[config.mk]
export PLATFORM = sky130hd
export DESIGN_NAME = cdtimer
export DESIGN_NICKNAME = d
export VERILOG_FILES = /design/src/rtl/cdt_pkg.sv /design/src/rtl/cdt_count.sv /design/src/rtl/cdt_regs.sv /design/src/rtl/cdtimer.sv
export SDC_FILE = /design/constraint.sdc
export NUM_CORES = 1
export LEC_CHECK = 0
export BUFFER_PORTS_ARGS = -buffer_cell sky130_fd_sc_hd__clkbuf_2
export CAP_MARGIN = 20
export CORE_MARGIN = 2
export CORE_UTILIZATION = 63
export DETAILED_ROUTE_END_ITERATION = 10
export MAX_ROUTING_LAYER = met4
export PLACE_DENSITY = 0.85
export SETUP_SLACK_MARGIN = 0.15
export SKIP_CTS_REPAIR_TIMING = 1
export SLEW_MARGIN = 20
export SYNTH_ARGS = -nofsm -noshare
export SYNTH_HDL_FRONTEND = slang
export SYNTH_SLANG_ARGS = --single-unit
[constraint.sdc]
create_clock -name clk -period 4.4 [get_ports clk]
set_input_delay 0.22 -clock clk [delete_from_list [all_inputs] [get_ports clk]]
set_output_delay 0.22 -clock clk [all_outputs]
set_load 0.02 [all_outputs]
[src/rtl/cdt_pkg.sv]
package cdt_pkg;
  // Register word indices; the order is decoded from bus_addr[3:2].
  typedef enum logic [1:0] {
    REG_STAT   = 2'd0,
    REG_CTRL   = 2'd1,
    REG_PERIOD = 2'd2,
    REG_SNAP   = 2'd3
  } cdt_reg_e;

  localparam int NUM_REGS  = 4;
  // Status bits
  localparam int STAT_TO   = 0;
  localparam int STAT_RUN  = 1;
  // Control bits
  localparam int CTL_IEN   = 0;
  localparam int CTL_CONT  = 1;
  localparam int CTL_START = 2;
  localparam int CTL_STOP  = 3;
endpackage

[src/rtl/cdt_count.sv]
module cdt_count #(
  parameter int W = 32
) (
  input  logic         clk,
  input  logic         rst,
  input  logic         load_i,
  input  logic [W-1:0] load_val_i,
  input  logic         start_i,
  input  logic         stop_i,
  input  logic         cont_i,
  input  logic [W-1:0] period_i,
  output logic [W-1:0] count_o,
  output logic         running_o,
  output logic         expire_o
);
  logic [W-1:0] cnt_q, cnt_d;
  logic         run_q, run_d;
  logic         last_step;

  assign last_step = (cnt_q <= W'(1));
  assign expire_o  = run_q && !load_i && last_step;

  always_comb begin
    cnt_d = cnt_q;
    if (load_i)
      cnt_d = load_val_i;
    else if (run_q) begin
      if (last_step)
        cnt_d = cont_i ? period_i : '0;
      else
        cnt_d = cnt_q - W'(1);
    end
  end

  always_comb begin
    run_d = run_q;
    if (expire_o && !cont_i)
      run_d = 1'b0;
    if (start_i)
      run_d = 1'b1;
    if (stop_i)
      run_d = 1'b0;
  end

  always_ff @(posedge clk) begin
    if (rst) begin
      cnt_q <= '0;
      run_q <= 1'b0;
    end else begin
      cnt_q <= cnt_d;
      run_q <= run_d;
    end
  end

  assign count_o   = cnt_q;
  assign running_o = run_q;


  cnt_dec_chk: assert property (@(posedge clk) disable iff (rst)
    (run_q && !load_i && cnt_q > W'(1)) |=> (cnt_q == $past(cnt_q) - W'(1)));

  cnt_load_chk: assert property (@(posedge clk) disable iff (rst)
    load_i |=> (cnt_q == $past(load_val_i)));

  stop_wins_chk: assert property (@(posedge clk) disable iff (rst)
    stop_i |=> !run_q);

  start_runs_chk: assert property (@(posedge clk) disable iff (rst)
    (start_i && !stop_i) |=> run_q);

  oneshot_halt_chk: assert property (@(posedge clk) disable iff (rst)
    (expire_o && !cont_i && !start_i) |=> (!run_q && cnt_q == '0));

  cont_reload_chk: assert property (@(posedge clk) disable iff (rst)
    (expire_o && cont_i && !stop_i) |=> (run_q && cnt_q == $past(period_i)));
endmodule

[src/rtl/cdt_regs.sv]
module cdt_regs
  import cdt_pkg::*;
#(
  parameter int DW = 32,
  parameter int AW = 6
) (
  input  logic          clk,
  input  logic          rst,
  input  logic          sel_i,
  input  logic          we_i,
  input  logic [AW-1:0] addr_i,
  input  logic [DW-1:0] wdata_i,
  input  logic [DW-1:0] count_i,
  input  logic          running_i,
  input  logic          expire_i,
  output logic [DW-1:0] rdata_o,
  output logic          irq_o,
  output logic          load_o,
  output logic          start_o,
  output logic          stop_o,
  output logic          cont_o,
  output logic [DW-1:0] period_o
);
  localparam int IW = AW - 2;

  logic [IW-1:0] idx;
  cdt_reg_e      reg_sel;
  logic          hit, wr, rd;
  logic          wr_stat, wr_ctrl, wr_period;
  logic [DW-1:0] ctrl_q, ctrl_d, period_q;
  logic          tflag_q, tflag_d;
  logic          irq_q;
  logic [DW-1:0] rd_val;

  assign idx     = addr_i[AW-1:2];
  assign reg_sel = cdt_reg_e'(idx[1:0]);
  assign hit     = (int'(idx) < NUM_REGS);
  assign wr      = sel_i && we_i && hit;
  assign rd      = sel_i && !we_i;

  assign wr_stat   = wr && (reg_sel == REG_STAT);
  assign wr_ctrl   = wr && (reg_sel == REG_CTRL);
  assign wr_period = wr && (reg_sel == REG_PERIOD);

  assign ctrl_d  = wr_ctrl ? wdata_i : ctrl_q;
  assign tflag_d = expire_i ? 1'b1 : (wr_stat ? 1'b0 : tflag_q);

  always_comb begin
    rd_val = '0;
    if (hit) begin
      unique case (reg_sel)
        REG_STAT: begin
          rd_val[STAT_TO]  = tflag_q;
          rd_val[STAT_RUN] = running_i;
        end
        REG_CTRL:   rd_val = ctrl_q;
        REG_PERIOD: rd_val = period_q;
        REG_SNAP:   rd_val = count_i;
        default:    rd_val = '0;
      endcase
    end
  end

  always_ff @(posedge clk) begin
    if (rst) begin
      ctrl_q   <= '0;
      period_q <= '0;
      tflag_q  <= 1'b0;
      irq_q    <= 1'b0;
      rdata_o  <= '0;
    end else begin
      ctrl_q  <= ctrl_d;
      tflag_q <= tflag_d;
      irq_q   <= tflag_d & ctrl_d[CTL_IEN];
      rdata_o <= rd ? rd_val : '0;
      if (wr_period)
        period_q <= wdata_i;
    end
  end

  assign irq_o    = irq_q;
  assign load_o   = wr_period;
  assign start_o  = wr_ctrl && wdata_i[CTL_START];
  assign stop_o   = wr_ctrl && wdata_i[CTL_STOP];
  assign cont_o   = ctrl_q[CTL_CONT];
  assign period_o = period_q;


  irq_gate_chk: assert property (@(posedge clk) disable iff (rst)
    irq_o == (tflag_q && ctrl_q[CTL_IEN]));

  flag_set_chk: assert property (@(posedge clk) disable iff (rst)
    expire_i |=> tflag_q);

  flag_clr_chk: assert property (@(posedge clk) disable iff (rst)
    (wr_stat && !expire_i) |=> !tflag_q);

  rdata_idle_chk: assert property (@(posedge clk) disable iff (rst)
    !rd |=> (rdata_o == '0));
endmodule

[src/rtl/cdtimer.sv]
module cdtimer #(
  parameter int DATA_W = 32,
  parameter int ADDR_W = 6
) (
  input  logic              clk,
  input  logic              rst,
  input  logic              bus_sel,
  input  logic              bus_we,
  input  logic [ADDR_W-1:0] bus_addr,
  input  logic [DATA_W-1:0] bus_wdata,
  output logic [DATA_W-1:0] bus_rdata,
  output logic              irq
);
  logic              load, start, stop, cont, running, expire;
  logic [DATA_W-1:0] period, count;

  cdt_regs #(.DW(DATA_W), .AW(ADDR_W)) u_regs (
    .clk       (clk),
    .rst       (rst),
    .sel_i     (bus_sel),
    .we_i      (bus_we),
    .addr_i    (bus_addr),
    .wdata_i   (bus_wdata),
    .count_i   (count),
    .running_i (running),
    .expire_i  (expire),
    .rdata_o   (bus_rdata),
    .irq_o     (irq),
    .load_o    (load),
    .start_o   (start),
    .stop_o    (stop),
    .cont_o    (cont),
    .period_o  (period)
  );

  cdt_count #(.W(DATA_W)) u_count (
    .clk        (clk),
    .rst        (rst),
    .load_i     (load),
    .load_val_i (bus_wdata),
    .start_i    (start),
    .stop_i     (stop),
    .cont_i     (cont),
    .period_i   (period),
    .count_o    (count),
    .running_o  (running),
    .expire_o   (expire)
  );


  reset_quiet_chk: assert property (@(posedge clk)
    rst |=> (!irq && bus_rdata == '0));
endmodule

Word level (Yosys, flattened, before mapping) --
Index checks and enable logic that the tools add are counted. W data, S select, Z words.
Word-level totals: register bits 131, input bits 42
Cells by class: add/sub/neg operators 1, magnitude comparators 2, eq/ne operators 3, muxes and demuxes 11, bitwise gates (word level) 3, reduce and logical (&&, ||, !) cells 19
Operators by type and width (count):
- $mux W32 | 4
- $pmux W30 S3 | 1
- $le A32 B1 Y1 const B | 1
- $sub A32 B1 Y32 const B | 1
- $logic_and A1 B1 Y1 | 11
- $pmux W2 S4 | 1
- $mux W1 | 5
- $eq A2 B2 Y1 const B | 2
- $lt A4 B3 Y1 const B | 1
- $reduce_bool A2 Y1 | 2
- $logic_not A1 Y1 | 3
- $reduce_or A3 Y1 | 1
- $eq A2 B1 Y1 const B | 1
- $logic_not A2 Y1 | 1
- $not A1 Y1 | 2
- $reduce_or A2 Y1 | 1
- $and A1 B1 Y1 | 1

Logic depth before layout (Yosys ltp) --
Gate-level depths: netlist of run 1.
word-level depth 9, mapped depth 10

Cells and area by module --
From an unflattened synthesis of run 1, not the netlist that was laid out.
Unflattened totals: cells, all modules 795, area total of the unflattened synthesis 6630.1 µm²
Modules (own cells, without submodules):
- cdt_regs | instances 1, cells an instance 450, area an instance 4018.9 µm², sequential area each 1961.9 µm²
- cdt_count | instances 1, cells an instance 345, area an instance 2611.3 µm², sequential area each 660.6 µm²

Worst setup path before layout of run 1 --
No wires, ideal clock.
kind register to register, start point register u_count.cnt_q[11], in the netlist u_count.count_o[11], end point register u_count.cnt_q[0], in the netlist u_count.count_o[0], setup time 0.088 ns, data arrival time 2.771 ns, setup slack 1.541 ns, stages on the path, launching flop included 10, path buffers 3, clock period less this slack 2.859 ns, cell sequence dfxtp_1 > buf_6 > or4_4 > or3_1 > buf_6 > or4_4 > nor3b_4 > buf_6 > nand2_2 > a311oi_2
Between the ends: cells in the longest elaborated chain, start to end 4
RTL lines:
- start: declaration | RTL line cdt_count.sv:16 | logic [W-1:0] cnt_q, cnt_d;
- start signal: assignment | RTL line cdt_count.sv:50 | cnt_q <= cnt_d;
- $le A32 B1 Y1 | RTL line cdt_count.sv:20 | assign last_step = (cnt_q <= W'(1));
- $mux W32 | RTL line cdt_count.sv:28 | if (last_step)
- $mux W32 | RTL line cdt_count.sv:27 | else if (run_q) begin
- $mux W32 | RTL line cdt_count.sv:25 | if (load_i)
No other way between the ends. The select of a mux whose other input is x is not followed. A chain may end at the register's enable or synchronous reset.

Worst setup path after layout of run 1 --
start point register u_count.cnt_q[11], in the netlist u_count.count_o[11], end point register u_count.cnt_q[4], in the netlist u_count.count_o[4]
Same word-level chain as after synthesis.

==> results.json, run 1 <==
{
  "ys_ff_latch": 131,
  "antenna_cells": 0,
  "seq_area_frac_synth": 0.421,
  "wl_per_cell_um": 18.2,
  "synth_edf_count": 0,
  "p_leak_nw": 2.85,
  "die_w_um": 103,
  "synth_area_um2": 6230,
  "core-area_um2": 9680,
  "dpl.hpwl_um": 11100,
  "ys.flop_type": "dfxtp_1",
  "fp.dieArea_um2": 10700,
  "synth_top_area_cell": "dfxtp_1",
  "antenna_found_initial": 0,
  "synth_cell_types": 65,
  "max_cap_viol_count": 0,
  "grt.total_usage": 0.348,
  "nNetsFinal": 904,
  "grt_pass1_vias": 5698,
  "initialDrtViolationCount": 518,
  "min_to": "u_count.running_o",
  "drc": 0,
  "num-fill-cells": 680,
  "io_buffers": 72,
  "reg2reg_slack_ns": 0.97,
  "numCtsBuffers": 17,
  "hold_class": "in -> reg",
  "die_y_um": 103,
  "cts-root-buf": "clkbuf_8",
  "synth_area_leaders": "dfxtp_1 (42%), nand2_1 (9.5%), a21oi_1 (9.2%), nor2_1 (5.4%), mux2i_1 (5.0%)",
  "violations": "negative hold slack",
  "tritoncts": "done",
  "worstPathArrival_ns": 3.86,
  "fin_crit_ns": 3.43,
  "max-slew-margin-rel": 0.399,
  "r2r_end": "u_count.count_o[4]",
  "whs_ns": -0.0369,
  "power_density_nw_per_um2": 401,
  "grt_overflow": 0,
  "area_delta_synth_final_pct": 20.2,
  "avgSynthCellArea_um2": 7.94,
  "peakVddDrop_uv": 293,
  "tns_ns": 0,
  "rows": 36,
  "crit_required_ns": 4.83,
  "wl_um": 18300,
  "period_share": 0.780,
  "path_clk_slew_ns": 0.06,
  "antenna_left": 0,
  "grt_first_pass_wirelength_um": 27900,
  "fmax_mhz": 292,
  "hp-start": "bus_wdata[3]",
  "cts_buffer_depth": 2,
  "worstPathMaxFanout": 17,
  "synthesis.nets": 828,
  "viasPerCell": 6.25,
  "status": "complete, but fails checks",
  "setup_viol": 0,
  "ctsHtreeMaxLevel": 4,
  "tightest_slew_ns": 0.900,
  "slew_viol_final": 0,
  "cp-start-kind": "register",
  "clkSinkCount": 131,
  "synth_top_area_frac": 0.421,
  "place_congestion": 0.930,
  "crit_path_end_kind": "register",
  "criticalPathCategory": "reg -> reg",
  "ios": 75,
  "rsz0062_at_grt": "no",
  "reg2regPathDepth": 7,
  "hold_viol": 5,
  "grt_max_degree": 75,
  "drive_above_1_share": 0.168,
  "yosysWarnings": 0,
  "synthArstFlopShare": 0,
  "routed-via-count": 6284,
  "hold_path_depth": 2,
  "synthCells": 784,
  "start_util": 0.643,
  "skew_ns": 0.00630,
  "post-route-util": 0.773,
  "r2r_start": "u_count.count_o[11]",
  "clk_latency_ns": 0.53,
  "dr.pass1.iters": 5
}
## where the power goes
part           internal [W]  leakage (nW)  switching [W]  total (W)
combinational      0.000122          1.50       0.000209   0.000331
sequential          0.00120          1.06      0.0000117    0.00121
clock              0.000949         0.288       0.000517    0.00147
## synth_stat cells, drive strengths merged, types with 3 or more instances
library cell,number
nor2b,3
buf,8
xor2,7
nand4,5
nand3,15
nor2,90
mux2i,31
o31ai,5
nor3,16
o22ai,3
and3,3
or2,4
dfxtp,131
a21o,4
a21oi,115
inv,7
o21ai,28
nand2,158
or3,5
a221oi,11
xnor2,11
clkbuf,54
nor4,15
a211oi,10
or4,9
o211ai,3
## stage by stage
| stage | area [um^2] | std cells | setup slack (ns) | total power [W] |
|---|---|---|---|---|
| final | 7490 | 1006 | 0.970 | 0.00300 |
| after floorplan | 6230 | 784 | 1.54 | 0.00144 |
| after global placement | 6580 | 944 | 1.11 | 0.00153 |
| after global routing | 7490 | 1006 | 0.863 | 0.00308 |
| after CTS | 7190 | 976 | 1.06 | 0.00298 |
| after detailed placement | 6580 | 944 | 1.03 | 0.00153 |
## worst max-delay path, stage by stage (launching register included)
cell and delay (ns):
dfxtp_1 0.39, or4_4 0.59, or3_1 0.54, or4_4 0.60, nor3b_4 0.62, buf_12 0.24, a221oi_1 0.11, a211oi_1 0.25
## worst max path at each step
stage | cells after the start | startpoint | slack (ns) | to
floorplan | 9 | u_count.count_o[11] | 1.54 | u_count.count_o[0]
global placement | 7 | u_count.count_o[11] | 1.11 | u_count.count_o[0]
detailed placement | 7 | u_count.count_o[11] | 1.03 | u_count.count_o[4]
CTS | 7 | u_count.count_o[11] | 1.06 | u_count.count_o[4]
global route | 7 | u_count.count_o[11] | 0.86 | u_count.count_o[5]
finish | 7 | u_count.count_o[11] | 0.97 | u_count.count_o[4]
## layout by cell type (no fill, tap or decap), types with 11 or more instances in the layout
cell type	instances
mux2i_1	31
clkbuf_16	16
a21oi_1	115
clkbuf_2	71
xnor2_1	11
buf_4	18
dfxtp_1	131
nor2_1	88
dlygate4sd3_1	30
nor3_1	14
nand3_1	15
o21ai_0	28
nor4_1	14
nand2_1	157
## cells by family after synthesis
kind of cell               count (synthesis)  share of synthesized area
xor gates and xnor gates                  18                     0.0253
AOI/OAI and AO/OA                        198                      0.193
DFF                                      131                      0.421
buffers and inverters                     71                     0.0617
and+or+nand+nor                          330                      0.236
adders and majority gates                  2                    0.00402
muxes                                     34                     0.0589
## flip-flops by register name, summed over array words and instances, names as in the netlist
signal,cells
u_count.count_o,32
u_regs.tflag_q,1
u_regs.ctrl_q,32
u_regs.period_o,32
u_regs.rdata_o,32
u_regs.irq_o,1
u_count.running_o,1
## layer usage
| metal | global-route usage | part of all wire | vias to the layer above |
|---|---|---|---|
| li1 | - | - | 2890 |
| met1 | 0.426 | 0.39 | 2983 |
| met2 | 0.559 | 0.49 | 367 |
| met3 | 0.0753 | 0.096 | 44 |
| met4 | 0.142 | 0.023 | 0 |
| met5 | - | 0 | - |
## final cells by class
| type | instances | area, um^2 | share of cell area |
|---|---|---|---|
| clock buffers | 23 | 457 | 0.0610 |
| clock inverters | 9 | 153 | 0.0204 |
| inverters | 8 | 30.0 | 0.00401 |
| multi-input cells | 582 | 3250 | 0.434 |
| flip-flops and latches | 131 | 2620 | 0.350 |
| well taps | 133 | 166 | 0.0222 |
| repair buffers | 120 | 811 | 0.108 |
Note: power is estimated with default switching activity, not from simulation.
==> run 2, diff against run 1 <==
--- a/config.mk
+++ b/config.mk
@@ -5,13 +5,14 @@
 export SDC_FILE = /design/constraint.sdc
 export NUM_CORES = 1
 export LEC_CHECK = 0
+export ABC_AREA = 1
 export BUFFER_PORTS_ARGS = -buffer_cell sky130_fd_sc_hd__clkbuf_2
 export CAP_MARGIN = 20
 export CORE_MARGIN = 2
-export CORE_UTILIZATION = 63
+export CORE_UTILIZATION = 53
 export DETAILED_ROUTE_END_ITERATION = 10
 export MAX_ROUTING_LAYER = met4
-export PLACE_DENSITY = 0.85
+export PLACE_DENSITY = 0.76
 export SETUP_SLACK_MARGIN = 0.15
 export SKIP_CTS_REPAIR_TIMING = 1
 export SLEW_MARGIN = 20
==> constraint.sdc (replaced) <==
create_clock -name clk -period 3 [get_ports clk]
set_input_delay 0.15 -clock clk [delete_from_list [all_inputs] [get_ports clk]]
set_output_delay 0.15 -clock clk [all_outputs]
set_load 0.02 [all_outputs]
==> run 2 against run 1 <==
The run still ends with negative hold slack left. Clock skew barely moved. Sequential power rose by 46%. First-iteration DRC count rose by 5.4%. Clock-buffer cell count fell by 5. Via count rose by 0.99%. Cell count rose by 22%. Fmax rose by 47%. Highest routed layer unchanged.
==> results.json, run 2 <==
{
  "status": "complete, but fails checks",
  "violations": "negative hold slack",
  "antenna_found_initial": 0,
  "die_y_um": 115,
  "combPwrFrac": 0.113,
  "fmax_mhz": 429,
  "synth_top_area_frac": 0.403,
  "hold_viol": 8,
  "viasPerCell": 5.19,
  "routed-via-count": 6346,
  "reg2reg_slack_ns": 0.67,
  "num-fill-cells": 1063,
  "path_clk_slew_ns": 0.06,
  "antenna_cells": 0,
  "hp-start": "bus_wdata[25]",
  "avgSynthCellArea_um2": 6.57,
  "hold_class": "in -> reg",
  "r2r_end": "u_count.count_o[4]",
  "start_util": 0.541,
  "peakVddDrop_uv": 379,
  "yosysMostFrequentCell": "nand2_1",
  "grt_first_pass_wirelength_um": 27500,
  "clkPwrFrac": 0.499,
  "synth_edf_count": 0,
  "cts_buffer_depth": 2,
  "crit_required_ns": 3.33,
  "grt_max_degree": 61,
  "yosysWarnings": 0,
  "slew_viol_final": 0,
  "grt_overflow": 0,
  "ctsHtreeMaxLevel": 4,
  "cts-root-buf": "clkbuf_16",
  "synth_cell_types": 36,
  "initialDrtViolationCount": 546,
  "place_congestion": 0.886,
  "clk_latency_ns": 0.43,
  "drive_above_1_share": 0.126,
  "tightest_slew_ns": 0.909,
  "total_power_w": 0.00455,
  "dpl.hpwl_um": 10500,
  "wl_per_cell_um": 13.5,
  "max_stage_delay_ns": 0.39,
  "hold_path_depth": 3,
  "final_common_cell": "nand2_1",
  "crit_path_end_kind": "register",
  "criticalPathCategory": "reg -> reg",
  "wl_um": 16500,
  "drc": 0,
  "die_w_um": 115,
  "p_leak_nw": 3.84,
  "numCtsBuffers": 17,
  "worstPathMaxFanout": 24,
  "antenna_left": 0,
  "grt_pass1_vias": 5718,
  "power.share.sequential": 0.389,
  "rsz0062_at_grt": "no",
  "p_sw_w": 0.00113,
  "dr.pass1.iters": 7,
  "worstPathArrival_ns": 2.66,
  "ys.flop_type": "dfxtp_1",
  "synthCells": 989,
  "max-slew-margin-rel": 0.394,
  "whs_ns": -0.0326,
  "switching_share": 0.249,
  "setup_viol": 0,
  "grt.total_usage": 0.272,
  "skew_ns": 0.00601,
  "nNetsFinal": 1107,
  "synth_top_area_cell": "dfxtp_1",
  "io_buffers": 72,
  "synth_area_leaders": "dfxtp_1 (40%), nand2_1 (19%), inv_1 (8.0%), a21oi_1 (5.5%), nor2_1 (3.8%)",
  "p_int_w": 0.00342,
  "synthArstFlopShare": 0,
  "area_delta_synth_final_pct": 19.4,
  "critPathSlowestCell": "dfxtp_1",
  "power_density_nw_per_um2": 586,
  "tritoncts": "done",
  "core-area_um2": 12000,
  "ys_ff_latch": 131,
  "rows": 40,
  "crit_chain": "inv_1, ha_1, nand2_2, nor2_4, nand2_2, nand2_4, nand3_4, clkinv_2, nand3_1, nand4_1, nand2_1, inv_1",
  "tns_ns": 0,
  "synth_area_um2": 6500,
  "fin_crit_ns": 2.33,
  "seq_area_frac_synth": 0.403,
  "reg2regPathDepth": 12,
  "max_cap_viol_count": 0,
  "cp-start-kind": "register",
  "min_to": "u_regs.ctrl_q[25]",
  "layout_common_cells": "nand2_1 (337), inv_1 (137), dfxtp_1 (131)",
  "r2r_start": "u_count.count_o[0]",
  "synth.top_cells.by_count": "nand2_1 (337), inv_1 (138), dfxtp_1 (131), a21oi_1 (71), nor2_1 (66)",
  "synthesis.nets": 1033,
  "clkSinkCount": 131,
  "ios": 75,
  "fp.dieArea_um2": 13200,
  "period_share": 0.777
}
run 2: changes by cell type after synthesis, sizes merged, moves of 13 or more:
cell and delta:
a21oi -43, buf +16, clkbuf -31, inv +135
mux2i -31, nand2 +182, nand3 +34, nand4 +13
nor2 -16, nor3 -15, nor4 -14, o211ai +18
o21ai +20, xor2 +14
run 2: power groups by stage:
| stage | logic [W] | registers (W) | clock network, W |
|---|---|---|---|
| after global routing | 0.000584 | 0.00177 | 0.00236 |
| after CTS | 0.000489 | 0.00177 | 0.00229 |
| after global placement | 0.000482 | 0.00181 | 0 |
| after floorplan | 0.000345 | 0.00180 | 0 |
| final | 0.000513 | 0.00177 | 0.00227 |
| after detailed placement | 0.000485 | 0.00181 | 0 |
run 2: logic make-up (layout without fill, tap and decap cells):
group	Yosys count	in the layout	synth area share
fa+ha+maj	2	2	0.00385
flops	131	131	0.403
buf+inv	191	278	0.117
simple gates	488	488	0.312
compound gates	155	155	0.134
xor+xnor	22	22	0.0296
run 2: worst max path at each step:
stage | from | to | cells past startpoint
CTS | u_count.count_o[0] | u_count.count_o[4] | 12
global route | u_count.count_o[0] | u_count.count_o[4] | 12
detailed placement | u_count.count_o[0] | u_count.count_o[14] | 12
finish | u_count.count_o[0] | u_count.count_o[4] | 12
global placement | u_count.count_o[0] | u_count.count_o[16] | 12
floorplan | u_count.count_o[0] | u_count.count_o[13] | 13
run 2: critical path, delay by kind of cell, from the launching register on:
family | cells | cell delay (ns)
buffers and inverters | 3 | 0.52
and+or+nand+nor | 8 | 1.05
adders and majority gates | 1 | 0.27
DFF | 1 | 0.39
run 2: layer usage:
metal,share of wire,GRT usage,vias to the layer above
met1,0.46,0.357,2846
li1,-,-,3244
met5,0,-,-
met3,0.069,0.0738,33
met2,0.45,0.408,223
met4,0.017,0.0940,0
run 2: metrics by stage:
step,std cells,instance area (um^2),utilization,setup WS [ns],hold WS [ns]
after floorplan,989,6500,-,1.32,0.293
after global routing,1223,7770,0.647,0.529,0.00202
after CTS,1205,7570,0.630,0.688,-0.0525
after global placement,1173,6920,0.576,0.792,0.403
final,1223,7770,0.647,0.668,-0.0326
after detailed placement,1173,6920,0.576,0.768,0.405
run 2: cell type report:
class | count | area, um^2 | area share
Clock inverter | 14 | 210 | 0.0271
Tap cell | 147 | 184 | 0.0237
Clock buffer | 18 | 439 | 0.0565
Timing Repair Buffer | 102 | 648 | 0.0835
Multi-Input combinational cell | 667 | 3120 | 0.402
Sequential cell | 131 | 2620 | 0.338
Inverter | 144 | 542 | 0.0698
==> run 3, diff against run 2 <==
==> constraint.sdc (replaced) <==
create_clock -name clk -period 2 [get_ports clk]
set_input_delay 0.1 -clock clk [delete_from_list [all_inputs] [get_ports clk]]
set_output_delay 0.1 -clock clk [all_outputs]
set_load 0.02 [all_outputs]
==> run 3 against run 2 <==
The flow now finishes without violations. Critical path depth increased by 1. Core utilization rose by 2.2 points. Die area unchanged. Total power grew 47%. Wire length up 4.0%. Worst hold slack gained 0.085 ns. First-iteration DRC count grew 13%. Cell count up 2.3%.
==> results.json, run 3 (same netlist as run 2, synthesis figures left out) <==
{
  "tritoncts": "done",
  "crit_top_cell": "nand2_4",
  "ctsHtreeMaxLevel": 4,
  "fin_area_um2": 8030,
  "criticalPathCategory": "reg -> reg",
  "cts_buffer_depth": 2,
  "worstPathMaxFanout": 10,
  "max_cap_viol_count": 0,
  "rows": 40,
  "layout_common_cells": "nand2_1 (336), inv_1 (138), dfxtp_1 (131)",
  "crit_path_end_kind": "register",
  "rsz0062_at_grt": "yes",
  "core-area_um2": 12000,
  "clkSinkCount": 131,
  "post-route-util": 0.669,
  "drive_above_1_share": 0.139,
  "wl_um": 17200,
  "grt_max_degree": 64,
  "antenna_found_initial": 0,
  "slew_viol_final": 0,
  "final_common_cell": "nand2_1",
  "start_util": 0.541,
  "die_w_um": 115,
  "grt_most_used_layer": "met2",
  "multi_input_area_um2": 3180,
  "max_stage_delay_ns": 0.34,
  "max-slew-margin-rel": 0.528,
  "routed-via-count": 6514,
  "tightest_slew_ns": 0.708,
  "path_clk_slew_ns": 0.06,
  "status": "completed",
  "dpl.hpwl_um": 11200,
  "power_density_nw_per_um2": 835,
  "worstPathArrival_ns": 2.12,
  "fp.dieArea_um2": 13200,
  "wl_per_cell_um": 13.7,
  "area_delta_synth_final_pct": 23.6,
  "cp-start-kind": "register",
  "crit_chain": "inv_1, ha_2, nand2_4, nor2_4, nand2_4, nand2_4, nand3_4, clkinv_2, buf_4, nand3_1, nand3b_1, nand2_1, inv_1",
  "io_buffers": 72,
  "drc": 0,
  "grt_first_pass_wirelength_um": 28100,
  "grt_pass1_vias": 5839,
  "clk_latency_ns": 0.43,
  "period_share": 0.875,
  "worst_slack_ns": 0.250,
  "dr.pass1.iters": 5,
  "initialDrtViolationCount": 615,
  "grt_overflow": 0,
  "cts-root-buf": "clkbuf_16",
  "hold_viol": 0,
  "fmax_mhz": 571,
  "p_leak_nw": 3.96,
  "die_y_um": 115,
  "hold_class": "in -> reg",
  "numCtsBuffers": 17,
  "ios": 75,
  "dpl_cell_area_um2": 7040,
  "setup_viol": 0,
  "critPathSlowestCell": "dfxtp_1",
  "ff_latch_area_um2": 2620,
  "grtUsageMet3": 0.0654,
  "use_met1": 0.359,
  "peakVddDrop_uv": 668,
  "skew_ns": 0.00703,
  "tns_ns": 0,
  "num-fill-cells": 1077,
  "nNetsFinal": 1135,
  "grt.total_usage": 0.277,
  "place_congestion": 0.885,
  "grt_util_met2": 0.430,
  "antenna_left": 0,
  "viasPerCell": 5.21,
  "fin_crit_ns": 1.75,
  "place_ws_ns": 0.179,
  "crit_required_ns": 2.37,
  "antenna_cells": 0
}
==> run 3: cell count changes in the layout (fill, tap and decap cells not counted), moves of 2 or more <==
cell	change
dlygate4sd3_1	+15
nor2_1	-5
buf_4	+10
nor2_4	+4
clkbuf_1	+3
bufinv_16	-2
nand2_4	+2
clkinv_4	-2
buf_6	+3
clkbuf_8	+2
==> run 3: per-layer routing <==
metal / up-vias / wire length [um]
li1: 3302 / -
met5: - / 0
met4: 0 / 229
met1: 2920 / 7670
met2: 271 / 8030
met3: 21 / 1230
==> run 3: power breakdown <==
group | switching [W] | total [W] | internal (W)
clock | 0.00114 | 0.00319 | 0.00205
sequential | 0.0000221 | 0.00266 | 0.00263
combinational | 0.000536 | 0.000857 | 0.000321
total | 0.00170 | 0.00670 | 0.00501
==> run 3: final timing paths <==
check | start | endpoint | slack, ns | depth (start not counted)
hold reg to reg | u_regs.ctrl_q[4] | u_regs.ctrl_q[4] | 0.45 | 2
hold / removal | rst | u_regs.rdata_o[10] | 0.05 | 4
setup reg to reg | u_count.count_o[0] | u_count.count_o[20] | 0.25 | 13
setup / recovery | u_count.count_o[0] | u_count.count_o[20] | 0.25 | 13
==> run 3: worst max-delay path, delay by kind of cell, from the launching register on <==
family / cells / cell delay (ns)
flops: 1 / 0.34
buf+inv: 4 / 0.39
simple gates: 8 / 0.73
fa+ha+maj: 1 / 0.21
==> run 3: final cells by class <==
cell class	count	area share
timing repair buffer	130	0.112
tap	147	0.0229
clock inverter	9	0.0159
clock buffer	23	0.0595
sequential	131	0.326
multi-input combinational	667	0.396
inverter	144	0.0674
==> run 3: per-stage QoR <==
stage / power [W] / instances / hold slack (ns)
floorplan: 0.00322 / 989 / 0.243
global placement: 0.00346 / 1187 / 0.351
detailed placement: 0.00347 / 1187 / 0.357
CTS: 0.00664 / 1219 / -0.0934
global route: 0.00696 / 1251 / 0.0837
finish: 0.00670 / 1251 / 0.0523
